File: src/rtl/pmpchk_pkg.sv
package pmpchk_pkg;

  localparam int CFG_R    = 0;
  localparam int CFG_W    = 1;
  localparam int CFG_X    = 2;
  localparam int CFG_MLO  = 3;
  localparam int CFG_MHI  = 4;
  localparam int CFG_LOCK = 7;

  typedef logic [2:0] perm_t;

  localparam perm_t PERM_NONE = 3'b000;
  localparam perm_t PERM_R    = 3'b001;
  localparam perm_t PERM_RW   = 3'b011;
  localparam perm_t PERM_X    = 3'b100;
  localparam perm_t PERM_RX   = 3'b101;
  localparam perm_t PERM_RWX  = 3'b111;

  // Lockdown grants for machine mode, code = {L,R,W,X}
  function automatic perm_t lockdown_mach(input logic [3:0] code);
    perm_t p;
    unique case (code)
      4'd2, 4'd3, 4'd14: p = PERM_RW;
      4'd9, 4'd10:       p = PERM_X;
      4'd11, 4'd13:      p = PERM_RX;
      4'd12, 4'd15:      p = PERM_R;
      default:           p = PERM_NONE;
    endcase
    return p;
  endfunction

  // Lockdown grants for lower modes, code = {L,R,W,X}
  function automatic perm_t lockdown_user(input logic [3:0] code);
    perm_t p;
    unique case (code)
      4'd7:               p = PERM_RWX;
      4'd5:               p = PERM_RX;
      4'd3, 4'd6:         p = PERM_RW;
      4'd2, 4'd4, 4'd15:  p = PERM_R;
      4'd1, 4'd10, 4'd11: p = PERM_X;
      default:            p = PERM_NONE;
    endcase
    return p;
  endfunction

endpackage

File: src/rtl/pmpchk_range.sv
module pmpchk_range #(
  parameter int ADDR_W = 32
) (
  input  logic [ADDR_W-1:0] first_b,
  input  logic [ADDR_W-1:0] last_b,
  input  logic [ADDR_W-1:0] lo,
  input  logic [ADDR_W-1:0] hi,
  input  logic [1:0]        mode,
  output logic              full,
  output logic              partial
);
  logic active;
  logic in_first;
  logic in_last;

  always_comb begin
    active   = (mode != 2'b00);
    in_first = (first_b >= lo) && (first_b <= hi);
    in_last  = (last_b  >= lo) && (last_b  <= hi);
    full     = active && in_first && in_last;
    partial  = active && (in_first ^ in_last);
  end
endmodule

File: src/rtl/pmpchk_select.sv
module pmpchk_select #(
  parameter int N_ENT = 8,
  localparam int IDX_W = (N_ENT > 1) ? $clog2(N_ENT) : 1
) (
  input  logic [N_ENT-1:0] full,
  input  logic [N_ENT-1:0] partial,
  output logic             found,
  output logic             overlap,
  output logic [IDX_W-1:0] idx
);
  always_comb begin
    found   = 1'b0;
    overlap = 1'b0;
    idx     = '0;
    for (int i = 0; i < N_ENT; i++) begin
      if (!found && !overlap) begin
        if (full[i]) begin
          found = 1'b1;
          idx   = IDX_W'(i);
        end else if (partial[i]) begin
          overlap = 1'b1;
        end
      end
    end
  end
endmodule

File: src/rtl/pmpchk_perm.sv
module pmpchk_perm
  import pmpchk_pkg::*;
(
  input  logic  found,
  input  logic  overlap,
  input  logic  lock,
  input  perm_t grant,
  input  logic  mmode,
  input  logic  want_x,
  input  logic  lockdown,
  input  logic  denyall,
  output perm_t allow,
  output logic  use_default
);
  logic [3:0] code;
  perm_t      hit_perm;
  perm_t      dflt_perm;

  always_comb begin
    code = {lock, grant[CFG_R], grant[CFG_W], grant[CFG_X]};
    if (!lockdown) begin
      hit_perm = (mmode && !lock) ? PERM_RWX : grant;
    end else if (mmode) begin
      hit_perm = lockdown_mach(code);
    end else begin
      hit_perm = lockdown_user(code);
    end

    if (denyall) begin
      dflt_perm = PERM_NONE;
    end else if (lockdown) begin
      dflt_perm = (mmode && !want_x) ? PERM_RW : PERM_NONE;
    end else begin
      dflt_perm = mmode ? PERM_RWX : PERM_NONE;
    end

    use_default = !found && !overlap;
    if (found) begin
      allow = hit_perm;
    end else if (overlap) begin
      allow = PERM_NONE;
    end else begin
      allow = dflt_perm;
    end
  end
endmodule

File: src/rtl/pmpchk_top.sv
module pmpchk_top
  import pmpchk_pkg::*;
#(
  parameter int N_ENT  = 8,
  parameter int ADDR_W = 32,
  localparam int IDX_W = (N_ENT > 1) ? $clog2(N_ENT) : 1
) (
  input  logic                    clk,
  input  logic                    rst_n,
  input  logic                    req_valid,
  input  logic [ADDR_W-1:0]       req_addr,
  input  logic [3:0]              req_size,
  input  logic [2:0]              req_rwx,
  input  logic                    req_mmode,
  input  logic [N_ENT*ADDR_W-1:0] ent_lo,
  input  logic [N_ENT*ADDR_W-1:0] ent_hi,
  input  logic [N_ENT*8-1:0]      ent_cfg,
  input  logic                    sec_lockdown,
  input  logic                    sec_denyall,
  output logic                    rsp_valid,
  output logic [2:0]              rsp_allow,
  output logic                    rsp_hit,
  output logic [IDX_W-1:0]        rsp_idx,
  output logic                    rsp_default,
  output logic                    rsp_deny
);
  logic [ADDR_W-1:0] last_b;
  logic [N_ENT-1:0]  full;
  logic [N_ENT-1:0]  partial;
  logic [N_ENT-1:0]  rsvd_bits;
  logic              found;
  logic              overlap;
  logic [IDX_W-1:0]  sel_idx;
  logic [7:0]        sel_cfg;
  perm_t             allow_c;
  logic              dflt_c;
  logic              deny_c;
  logic              unused_rsvd;

  assign last_b = req_addr + ADDR_W'(req_size) - ADDR_W'(1);

  for (genvar g = 0; g < N_ENT; g++) begin : g_ent
    pmpchk_range #(.ADDR_W(ADDR_W)) u_range (
      .first_b (req_addr),
      .last_b  (last_b),
      .lo      (ent_lo[g*ADDR_W +: ADDR_W]),
      .hi      (ent_hi[g*ADDR_W +: ADDR_W]),
      .mode    (ent_cfg[g*8+CFG_MLO +: 2]),
      .full    (full[g]),
      .partial (partial[g])
    );
    assign rsvd_bits[g] = ^ent_cfg[g*8+5 +: 2];
  end

  assign unused_rsvd = ^rsvd_bits;

  pmpchk_select #(.N_ENT(N_ENT)) u_select (
    .full    (full),
    .partial (partial),
    .found   (found),
    .overlap (overlap),
    .idx     (sel_idx)
  );

  always_comb begin
    sel_cfg = ent_cfg[sel_idx*8 +: 8];
  end

  pmpchk_perm u_perm (
    .found       (found),
    .overlap     (overlap),
    .lock        (sel_cfg[CFG_LOCK]),
    .grant       (sel_cfg[2:0]),
    .mmode       (req_mmode),
    .want_x      (req_rwx[CFG_X]),
    .lockdown    (sec_lockdown),
    .denyall     (sec_denyall),
    .allow       (allow_c),
    .use_default (dflt_c)
  );

  always_comb begin
    deny_c = |(req_rwx & ~allow_c);
  end

  always_ff @(posedge clk or negedge rst_n) begin
    if (!rst_n) begin
      rsp_valid <= 1'b0;
    end else begin
      rsp_valid <= req_valid;
    end
  end

  always_ff @(posedge clk or negedge rst_n) begin
    if (!rst_n) begin
      rsp_allow   <= '0;
      rsp_hit     <= 1'b0;
      rsp_idx     <= '0;
      rsp_default <= 1'b0;
      rsp_deny    <= 1'b0;
    end else if (req_valid) begin
      rsp_allow   <= allow_c;
      rsp_hit     <= found;
      rsp_idx     <= found ? sel_idx : '0;
      rsp_default <= dflt_c;
      rsp_deny    <= deny_c;
    end
  end
endmodule

File: config.mk
export PLATFORM = sky130hd
export DESIGN_NAME = pmpchk_top
export DESIGN_NICKNAME = d
export VERILOG_FILES = /design/src/rtl/pmpchk_pkg.sv /design/src/rtl/pmpchk_range.sv /design/src/rtl/pmpchk_select.sv /design/src/rtl/pmpchk_perm.sv /design/src/rtl/pmpchk_top.sv
export SDC_FILE = /design/constraint.sdc
export NUM_CORES = 1
export LEC_CHECK = 0
export CORE_AREA = 2 2 242 244
export CTS_CLUSTER_DIAMETER = 30
export CTS_CLUSTER_SIZE = 20
export DETAILED_ROUTE_END_ITERATION = 7
export DIE_AREA = 0 0 244 246
export PLACE_DENSITY_LB_ADDON = 0.08
export REMOVE_ABC_BUFFERS = 1
export SLEW_MARGIN = 20
export SYNTH_ARGS = -nofsm -noshare
export SYNTH_HDL_FRONTEND = slang
export SYNTH_HIERARCHICAL = 1
export SYNTH_SLANG_ARGS = --single-unit
export TNS_END_PERCENT = 100
File: constraint.sdc
create_clock -name clk -period 0.9 [get_ports clk]
set_input_delay 0.18 -clock clk [delete_from_list [all_inputs] [get_ports clk]]
set_output_delay 0.18 -clock clk [all_outputs]
set_load 0.02 [all_outputs]
==> tab_implementation.tex, run 1 <==
\begin{tabular}{lr}
\hline
Metric & Value \\
\hline
\multicolumn{2}{l}{\textbf{Synth}} \\
\quad Post-synthesis instance total & $\sim$3500 \\
\quad Xor/xnor cell area share of the yosys netlist & roughly 1.2\% \\
\quad Mean post-synth cell area & 7.714 um2 \\
\quad Fraction of the mapped netlist area in simple logic gates & between 10\% and 20\% \\
\quad Count of distinct cell types in the synthesized netlist & slightly below 80 \\
\quad Register area share after synthesis & 0.9346\% \\
\quad Number of register bits inferred by synthesis & 10 \\
\quad Async set or reset register ratio after synthesis & 100.0\% \\
\quad Multiplexer share of the synthesized area & 1.051\% \\
\quad Post-Synthesis Cell Area & 0.02678 mm2 \\
\quad Synthesis Warnings & 6 \\
\quad Adder-cell share of the synthesized area & between 40\% and 50\% \\
\quad Number of synthesized flops with an enable pin & 0 \\
\quad Post-synthesis compound-gate area fraction & about a quarter \\
\quad Flip-flop cell with the highest count after synthesis & sky130\_fd\_sc\_hd\_\_dfrtp\_1 \\
\quad Dominant combinational cell family by area after synthesis & adder cells \\
\multicolumn{2}{l}{\textbf{GRT}} \\
\quad Wire length of the first global-routing pass & between 150000 and 200000 um \\
\quad Overflow after GRT & 0 \\
\quad Number of global-route vias before repair & between 30000 and 40000 \\
\quad Total routing usage reported by global routing & around two fifths \\
\quad Antenna violations before repair & 9 \\
\quad Maximum number of pins on one net before global-route repair & 17 \\
\multicolumn{2}{l}{\textbf{Critical path}} \\
\quad Startpoint types & input port \\
\quad Maximum fanout along the worst path & 6 \\
\quad Capturing point of the worst reg2reg path & rsp\_allow[1] \\
\quad Path depth of the worst reg2reg path & 2 \\
\quad Arrival time at the worst endpoint & between 7000 and 8000 ps \\
\quad Worst setup path startpoint & req\_addr[1] \\
\quad Endpoint type of the worst setup path & flip-flop \\
\quad Worst reg2reg setup slack & -30 ps \\
\quad Maximum cell stage delay along the critical path & between 500 and 600 ps \\
\quad Worst setup path endpoint & rsp\_deny \\
\quad Standard cell with the maximum stage delay on the critical path & sky130\_fd\_sc\_hd\_\_o41a\_1 \\
\quad Kind of critical path & in -> reg \\
\quad Req. time, crit path & 1000 ps \\
\quad FF-to-FF Start & rsp\_allow[1] \\
\quad Most frequent CP cell & sky130\_fd\_sc\_hd\_\_buf\_4 \\
\multicolumn{2}{l}{\textbf{Clock tree}} \\
\quad TritonCTS clock tree & built \\
\quad Worst skew pair latency & between 200 and 250 ps \\
\quad Number of sinks on the clock net & 10 \\
\quad Clock H-tree levels & 1 \\
\quad Clock transition at the registers of the reported paths & about 40 ps \\
\quad Clock tree root driver cell & sky130\_fd\_sc\_hd\_\_clkbuf\_16 \\
\quad Maximum clock path buffer count & 2 \\
\quad Number of CTS-inserted buffers & 3 \\
\multicolumn{2}{l}{\textbf{Die}} \\
\quad Total die area & 0.06002 mm2 \\
\quad Die X & 244 um \\
\quad Core Rows & slightly below 90 \\
\quad Initial Util & 46.68\% \\
\quad Number of top-level pins & 631 \\
\quad Placeable core region & between 0.05 and 0.06 mm2 \\
\quad Chip Height & roughly 250 um \\
\multicolumn{2}{l}{\textbf{Drt}} \\
\quad Starting DRC count in detailed routing & approximately 2600 \\
\quad Remaining number of nets flagged by the antenna check after routing & 0 \\
\quad Overall via count from detail\_route & 32690 \\
\quad Routed wirelength normalized by instance count & between 20 and 25 um \\
\quad Detail-routed via count per cell & around 5.8 \\
\quad Detailed Route WL & 125800 um \\
\quad DRC errors left & 0 \\
\quad Detailed Routing Iterations Pass 1 & 7 \\
\multicolumn{2}{l}{\textbf{Placed design}} \\
\quad Number of buffer cells added on primary ports & 614 \\
\quad Post-placement worst setup slack & -7965 ps \\
\quad RePlAce Congestion & about 0.99 \\
\quad Placed Area & approximately 0.040 mm2 \\
\quad Final HPWL DP & around 110000 um \\
\multicolumn{2}{l}{\textbf{Cells and area}} \\
\quad Layout Utilization & 72.95\% \\
\quad Area of combinational cells with multiple inputs & about 0.026 mm2 \\
\quad Leading cell type in the layout, fill and taps excluded & sky130\_fd\_sc\_hd\_\_ha\_1 \\
\quad Most frequent cells in the layout & sky130\_fd\_sc\_hd\_\_ha\_1, sky130\_fd\_sc\_hd\_\_buf\_4, sky130\_fd\_sc\_hd\_\_clkdlybuf4s50\_1, sky130\_fd\_sc\_hd\_\_inv\_1, sky130\_fd\_sc\_hd\_\_a21oi\_1 \\
\quad Final Cell Area & 0.04185 mm2 \\
\quad Number of nets in the layout & between 6000 and 7000 \\
\quad Area taken by flip-flops and latches & 251.5 um2 \\
\quad Fill count & between 4000 and 5000 \\
\quad Fraction of layout cells with a size suffix above 1 & around 22\% \\
\quad Layout overhead on the synthesized area & 56.28\% \\
\multicolumn{2}{l}{\textbf{Timing}} \\
\quad Worst Setup Slack, final & -6719 ps \\
\quad Fin crit share & 846.6\% \\
\quad WHS & between 200 and 250 ps \\
\quad Max\_slew headroom & between 40\% and 50\% \\
\quad Final critical-path required period & about 7600 ps \\
\quad Setup violation total in the final timing report & 19 \\
\quad RSZ-0062 raised after global routing & yes \\
\quad Final slew viol count & 0 \\
\quad Achievable clock frequency & between 0.1 and 0.15 GHz \\
\quad Worst clock skew & 0 ps \\
\quad Count of final hold-check violations & 0 \\
\quad Measured slew at the worst slew-check pin & between 700 and 800 ps \\
\multicolumn{2}{l}{\textbf{Power}} \\
\quad Static power due to leakage & between 0.02 and 0.025 uW \\
\quad VDD IR-drop max & between 0.5 and 0.6 mV \\
\quad PwrDens & 955.5 mW/mm2 \\
\quad Tot Pwr & $\sim$40000 uW \\
\multicolumn{2}{l}{\textbf{Run}} \\
\quad Max-cap violations & 0 \\
\multicolumn{2}{l}{\textbf{Worst hold path}} \\
\quad Worst min path class & in -> async \\
\multicolumn{2}{l}{\textbf{Run status}} \\
\quad Failing checks & negative setup slack \\
\quad Outcome & finished with violations \\
\hline
\end{tabular}
[metrics by stage]
step                TNS [ps]  cells
floorplan             -50910   3457
finish                -52470   5651
global placement      -63780   5564
CTS                   -49540   5621
detailed placement    -64920   5564
global route          -54380   5651
[area by class of cell]
type / instances / share of cell area (%)
multi-input cells: 2849 / 61.23
repair buffers: 1419 / 30.21
inverters: 598 / 5.418
well taps: 765 / 2.287
flip-flops and latches: 10 / 0.6010
clock buffers: 4 / 0.2123
diodes: 6 / 0.03588
[kinds of logic (layout without fill, tap and decap cells)]
kind of cell | Yosys count | count (layout)
xor gates and xnor gates | 36 | 36
DFF | 10 | 10
and+or+nand+nor | 746 | 746
AOI/OAI and AO/OA | 991 | 991
adders and majority gates | 1059 | 1059
other | 0 | 6
muxes | 17 | 17
buffers and inverters | 612 | 2021
[cell usage after synthesis, drive strengths merged (33+ instances only)]
master  number  area [um2]
a211oi      36       270.3
a21o       217        1630
nor3        52       270.3
nand3       80       400.4
nand4      206        1339
nand2      172       645.6
nor2        81       304.0
nor4        33       206.5
o21ai      146       734.5
inv        598        2245
ha        1058       13240
a21oi      413        2105
[critical path, delay by kind of cell]
kind	cells	cell delay, ps
adder cells (fa/ha/maj)	4	890
AO/OA/AOI/OAI	15	2730
buffers and inverters	14	1670
multiplexers	2	820
XOR/XNOR	2	290
AND/OR/NAND/NOR	6	1100
[registers in the layout, indices dropped and copies added, names as in the netlist]
signal	flops
rsp_default	1
rsp_allow	3
rsp_idx	3
rsp_valid	1
rsp_hit	1
rsp_deny	1
[repair_timing]
action,CTS,global route
resized for setup,277,111
cloned,2,2
hold buffers,0,0
setup buffers,53,26
endpoints found under the setup margin,19,19
pin swaps,87,66
[metal layers]
layer  wire, um  track usage, %
met3      11530           6.133
met5         46               0
met4       5881           14.80
met1      52030           51.68
met2      56260           66.03
[where the power goes]
part	leakage, uW	internal [uW]	switching, uW
clock network	0.0000442	668	204
logic	0.0225	18700	19800
registers	0.000130	551	91.2
[how the worst min path moves through the flow]
stage                         to  start  slack [ps]
global route           rsp_valid  rst_n         260
floorplan           rsp_allow[0]  rst_n        -120
detailed placement       rsp_hit  rst_n         480
global placement         rsp_hit  rst_n         480
CTS                      rsp_hit  rst_n         230
finish                 rsp_valid  rst_n         240
Power figures use the tool's default switching activity.
==> run 2, diff against run 1 <==
--- a/config.mk
+++ b/config.mk
@@ -7,3 +7,3 @@
 export LEC_CHECK = 0
-export CORE_AREA = 2 2 242 244
+export CORE_AREA = 8 8 241 243
 export CTS_CLUSTER_DIAMETER = 30
@@ -11,3 +11,3 @@
 export DETAILED_ROUTE_END_ITERATION = 7
-export DIE_AREA = 0 0 244 246
+export DIE_AREA = 0 0 249 251
 export PLACE_DENSITY_LB_ADDON = 0.08
--- a/constraint.sdc
+++ b/constraint.sdc
@@ -3,2 +3,2 @@
 set_output_delay 0.18 -clock clk [all_outputs]
-set_load 0.02 [all_outputs]
+set_load 0.05 [all_outputs]
==> run 2 against run 1 <==
- the flow still finishes with violations (negative setup slack)
- register-to-register slack about the same
- combinational power increased by 2%
- clock skew unchanged
- sequential cell count unchanged
- sequential share of layout area about the same
- power increased by 2.1%
- critical path depth decreased by 5
- clock power increased by 2.6%
- largest cell class unchanged
==> tab_implementation.tex, run 2 (synthesis gave the netlist of run 1 again) <==
\begin{tabular}{lr}
\hline
Metric & Value \\
\hline
\multicolumn{2}{l}{\textbf{Power}} \\
\quad PwrDens & 964.6 mW/mm2 (+0.95\%) \\
\quad Static power due to leakage & 0.02291 uW (+1.2\%) \\
\quad VDD IR-drop max & 0.6130 mV (+14\%) \\
\quad Tot Pwr & 40820 uW (+2.1\%) \\
\multicolumn{2}{l}{\textbf{Cells and area}} \\
\quad Leading cell type in the layout, fill and taps excluded & sky130\_fd\_sc\_hd\_\_ha\_1 \\
\quad Number of nets in the layout & 6610 (+0.75\%) \\
\quad Layout overhead on the synthesized area & 58.04\% \\
\quad Fraction of layout cells with a size suffix above 1 & 23.43\% (+1.3 points) \\
\quad Leading registers by flop count & rsp\_allow x3, rsp\_idx x3 \\
\quad Layout Utilization & 77.87\% (+4.9 points) \\
\quad Area taken by flip-flops and latches & 250.2 um2 (-0.50\%) \\
\quad Fill count & 4012 (-15\%) \\
\quad Most frequent cells in the layout & sky130\_fd\_sc\_hd\_\_ha\_1, sky130\_fd\_sc\_hd\_\_buf\_4, sky130\_fd\_sc\_hd\_\_inv\_1, sky130\_fd\_sc\_hd\_\_clkdlybuf4s50\_1, sky130\_fd\_sc\_hd\_\_a21oi\_1 \\
\quad Area of combinational cells with multiple inputs & 0.02567 mm2 (+0.18\%) \\
\multicolumn{2}{l}{\textbf{Clock tree}} \\
\quad Clock transition at the registers of the reported paths & 40 ps (about the same) \\
\quad Clock tree root driver cell & sky130\_fd\_sc\_hd\_\_clkbuf\_16 \\
\quad Hold\_buf cts & 0 (unchanged) \\
\quad TritonCTS clock tree & built \\
\quad Worst skew pair latency & 240 ps (about the same) \\
\quad Number of sinks on the clock net & 10 (unchanged) \\
\quad Maximum clock path buffer count & 2 (unchanged) \\
\quad Number of CTS-inserted buffers & 3 (unchanged) \\
\quad Clock H-tree levels & 1 (unchanged) \\
\multicolumn{2}{l}{\textbf{GRT}} \\
\quad Maximum number of pins on one net before global-route repair & 17 (unchanged) \\
\quad Antenna violations before repair & 13 (+4) \\
\quad Wire length of the first global-routing pass & 191100 um (+4.4\%) \\
\quad Number of global-route vias before repair & 33190 (+5.6\%) \\
\quad Overflow after GRT & 0 (unchanged) \\
\quad Total routing usage reported by global routing & 38.93\% (-0.80 points) \\
\multicolumn{2}{l}{\textbf{Drt}} \\
\quad Wl on met1 & 50980 um (-2.0\%) \\
\quad Detailed Route WL & 130400 um (+3.7\%) \\
\quad Met3 WL post-DR & 13210 um (+15\%) \\
\quad DRC errors left & 0 (unchanged) \\
\quad Detail-routed via count per cell & 5.961 (+3.0\%) \\
\quad Top routing layer in use & met5 \\
\quad Routed wirelength normalized by instance count & 23.10 um (+3.8\%) \\
\quad Met2 Wirelength & 57600 um (+2.4\%) \\
\quad Overall via count from detail\_route & 33650 (+2.9\%) \\
\quad Detailed Routing Iterations Pass 1 & 5 (-2) \\
\quad Remaining number of nets flagged by the antenna check after routing & 0 (unchanged) \\
\quad Starting DRC count in detailed routing & 2966 (+15\%) \\
\multicolumn{2}{l}{\textbf{Die}} \\
\quad Chip Height & 251 um (+2.0\%) \\
\quad Total die area & 0.06250 mm2 (+4.1\%) \\
\quad Core Rows & 86 (-2.3\%) \\
\quad Placeable core region & 0.05434 mm2 (-5.3\%) \\
\quad Number of top-level pins & 631 (unchanged) \\
\quad Die X & 249 um (+2.0\%) \\
\quad Initial Util & 49.27\% (+2.6 points) \\
\multicolumn{2}{l}{\textbf{Timing}} \\
\quad Max\_slew headroom & 31.41\% (-17 points) \\
\quad Achievable clock frequency & 0.1378 GHz (+5.0\%) \\
\quad Fin crit share & 806.1\% (-41 points) \\
\quad Final slew viol count & 0 (unchanged) \\
\quad RSZ-0062 raised after global routing & yes \\
\quad Measured slew at the worst slew-check pin & 1016 ps (+244.2 ps) \\
\quad Worst clock skew & 0 ps (unchanged) \\
\quad Count of final hold-check violations & 0 (unchanged) \\
\quad Setup violation total in the final timing report & 19 (unchanged) \\
\quad Setup tns final & -49880 ps (+2593 ps) \\
\quad Final critical-path required period & 7254 ps (-364.6 ps) \\
\quad Worst Setup Slack, final & -6354 ps (+364.6 ps) \\
\multicolumn{2}{l}{\textbf{Worst hold path}} \\
\quad Worst min path class & in -> async \\
\multicolumn{2}{l}{\textbf{Critical path}} \\
\quad Startpoint types & input port \\
\quad Maximum fanout along the worst path & 6 (unchanged) \\
\quad Endpoint type of the worst setup path & flip-flop \\
\quad Req. time, crit path & 1020 ps (+20 ps) \\
\quad Standard cell with the maximum stage delay on the critical path & sky130\_fd\_sc\_hd\_\_or4\_4 \\
\quad Most frequent CP cell & sky130\_fd\_sc\_hd\_\_buf\_4 \\
\quad Kind of critical path & in -> reg \\
\quad Arrival time at the worst endpoint & 7380 ps (-340 ps) \\
\quad Maximum cell stage delay along the critical path & 570 ps (+60 ps) \\
\multicolumn{2}{l}{\textbf{Placed design}} \\
\quad Post-placement worst setup slack & -7708 ps (+257.1 ps) \\
\quad Number of buffer cells added on primary ports & 614 (unchanged) \\
\quad RePlAce Congestion & 1.021 (+3.6\%) \\
\quad Final HPWL DP & 108400 um (+2.8\%) \\
\multicolumn{2}{l}{\textbf{Run}} \\
\quad Max-cap violations & 0 (unchanged) \\
\multicolumn{2}{l}{\textbf{Run status}} \\
\quad Failing checks & negative setup slack \\
\quad Outcome & finished with violations \\
\hline
\end{tabular}
-- run 2: what timing repair did --
item	CTS	global route
gates cloned	0	1
resized for setup	277	90
setup buffers	50	12
pin swaps	107	39
hold endpoints to repair	0	0
setup endpoints to repair	19	19
-- run 2: routing by layer --
layer  up-vias  track usage, %
met4         4           19.84
met2      1904           65.09
met5         -               0
met3       516           7.250
li1      15850               -
met1     15370           47.52
-- run 2: critical path, delay by kind of cell --
kind | cells | cell delay [ps]
buf+inv | 11 | 1340
compound gates | 13 | 2240
xor+xnor | 1 | 170
mux | 3 | 1040
fa+ha+maj | 3 | 700
simple gates | 7 | 1670
-- run 2: final timing paths --
path,start,slack [ps],cells after the start,to
hold reg to reg,rsp_idx[1],570,2,rsp_idx[1]
hold / removal,rst_n,260,2,rsp_idx[1]
max in group asynchronous,rst_n,500,2,rsp_allow[0]
setup / recovery,req_addr[3],-6350,38,rsp_allow[1]
setup reg to reg,rsp_default,-40,2,rsp_default
min in group clk,rsp_idx[1],570,2,rsp_idx[1]
-- run 2: report_power, final --
| part | switching, uW | internal [uW] |
|---|---|---|
| combinational | 20200 | 19000 |
| sequential | 127 | 547 |
| clock | 225 | 670 |
-- run 2: per-stage QoR --
step                      hold slack, ps  instance area, um2  cells
after global placement             483.0               40310   5572
after global routing               267.4               42310   5643
after floorplan                   -115.6               26690   3457
after CTS                          260.2               41790   5625
after detailed placement           483.1               40310   5572
final                              258.5               42320   5645
-- run 2: cell type report --
cell class | count | share of cell area [%]
Tap cell | 704 | 2.082
Sequential cell | 10 | 0.5913
Antenna cell | 12 | 0.07096
Timing Repair Buffer | 1468 | 31.02
Multi-Input combinational cell | 2849 | 60.65
Inverter | 598 | 5.369
Clock buffer | 4 | 0.2099
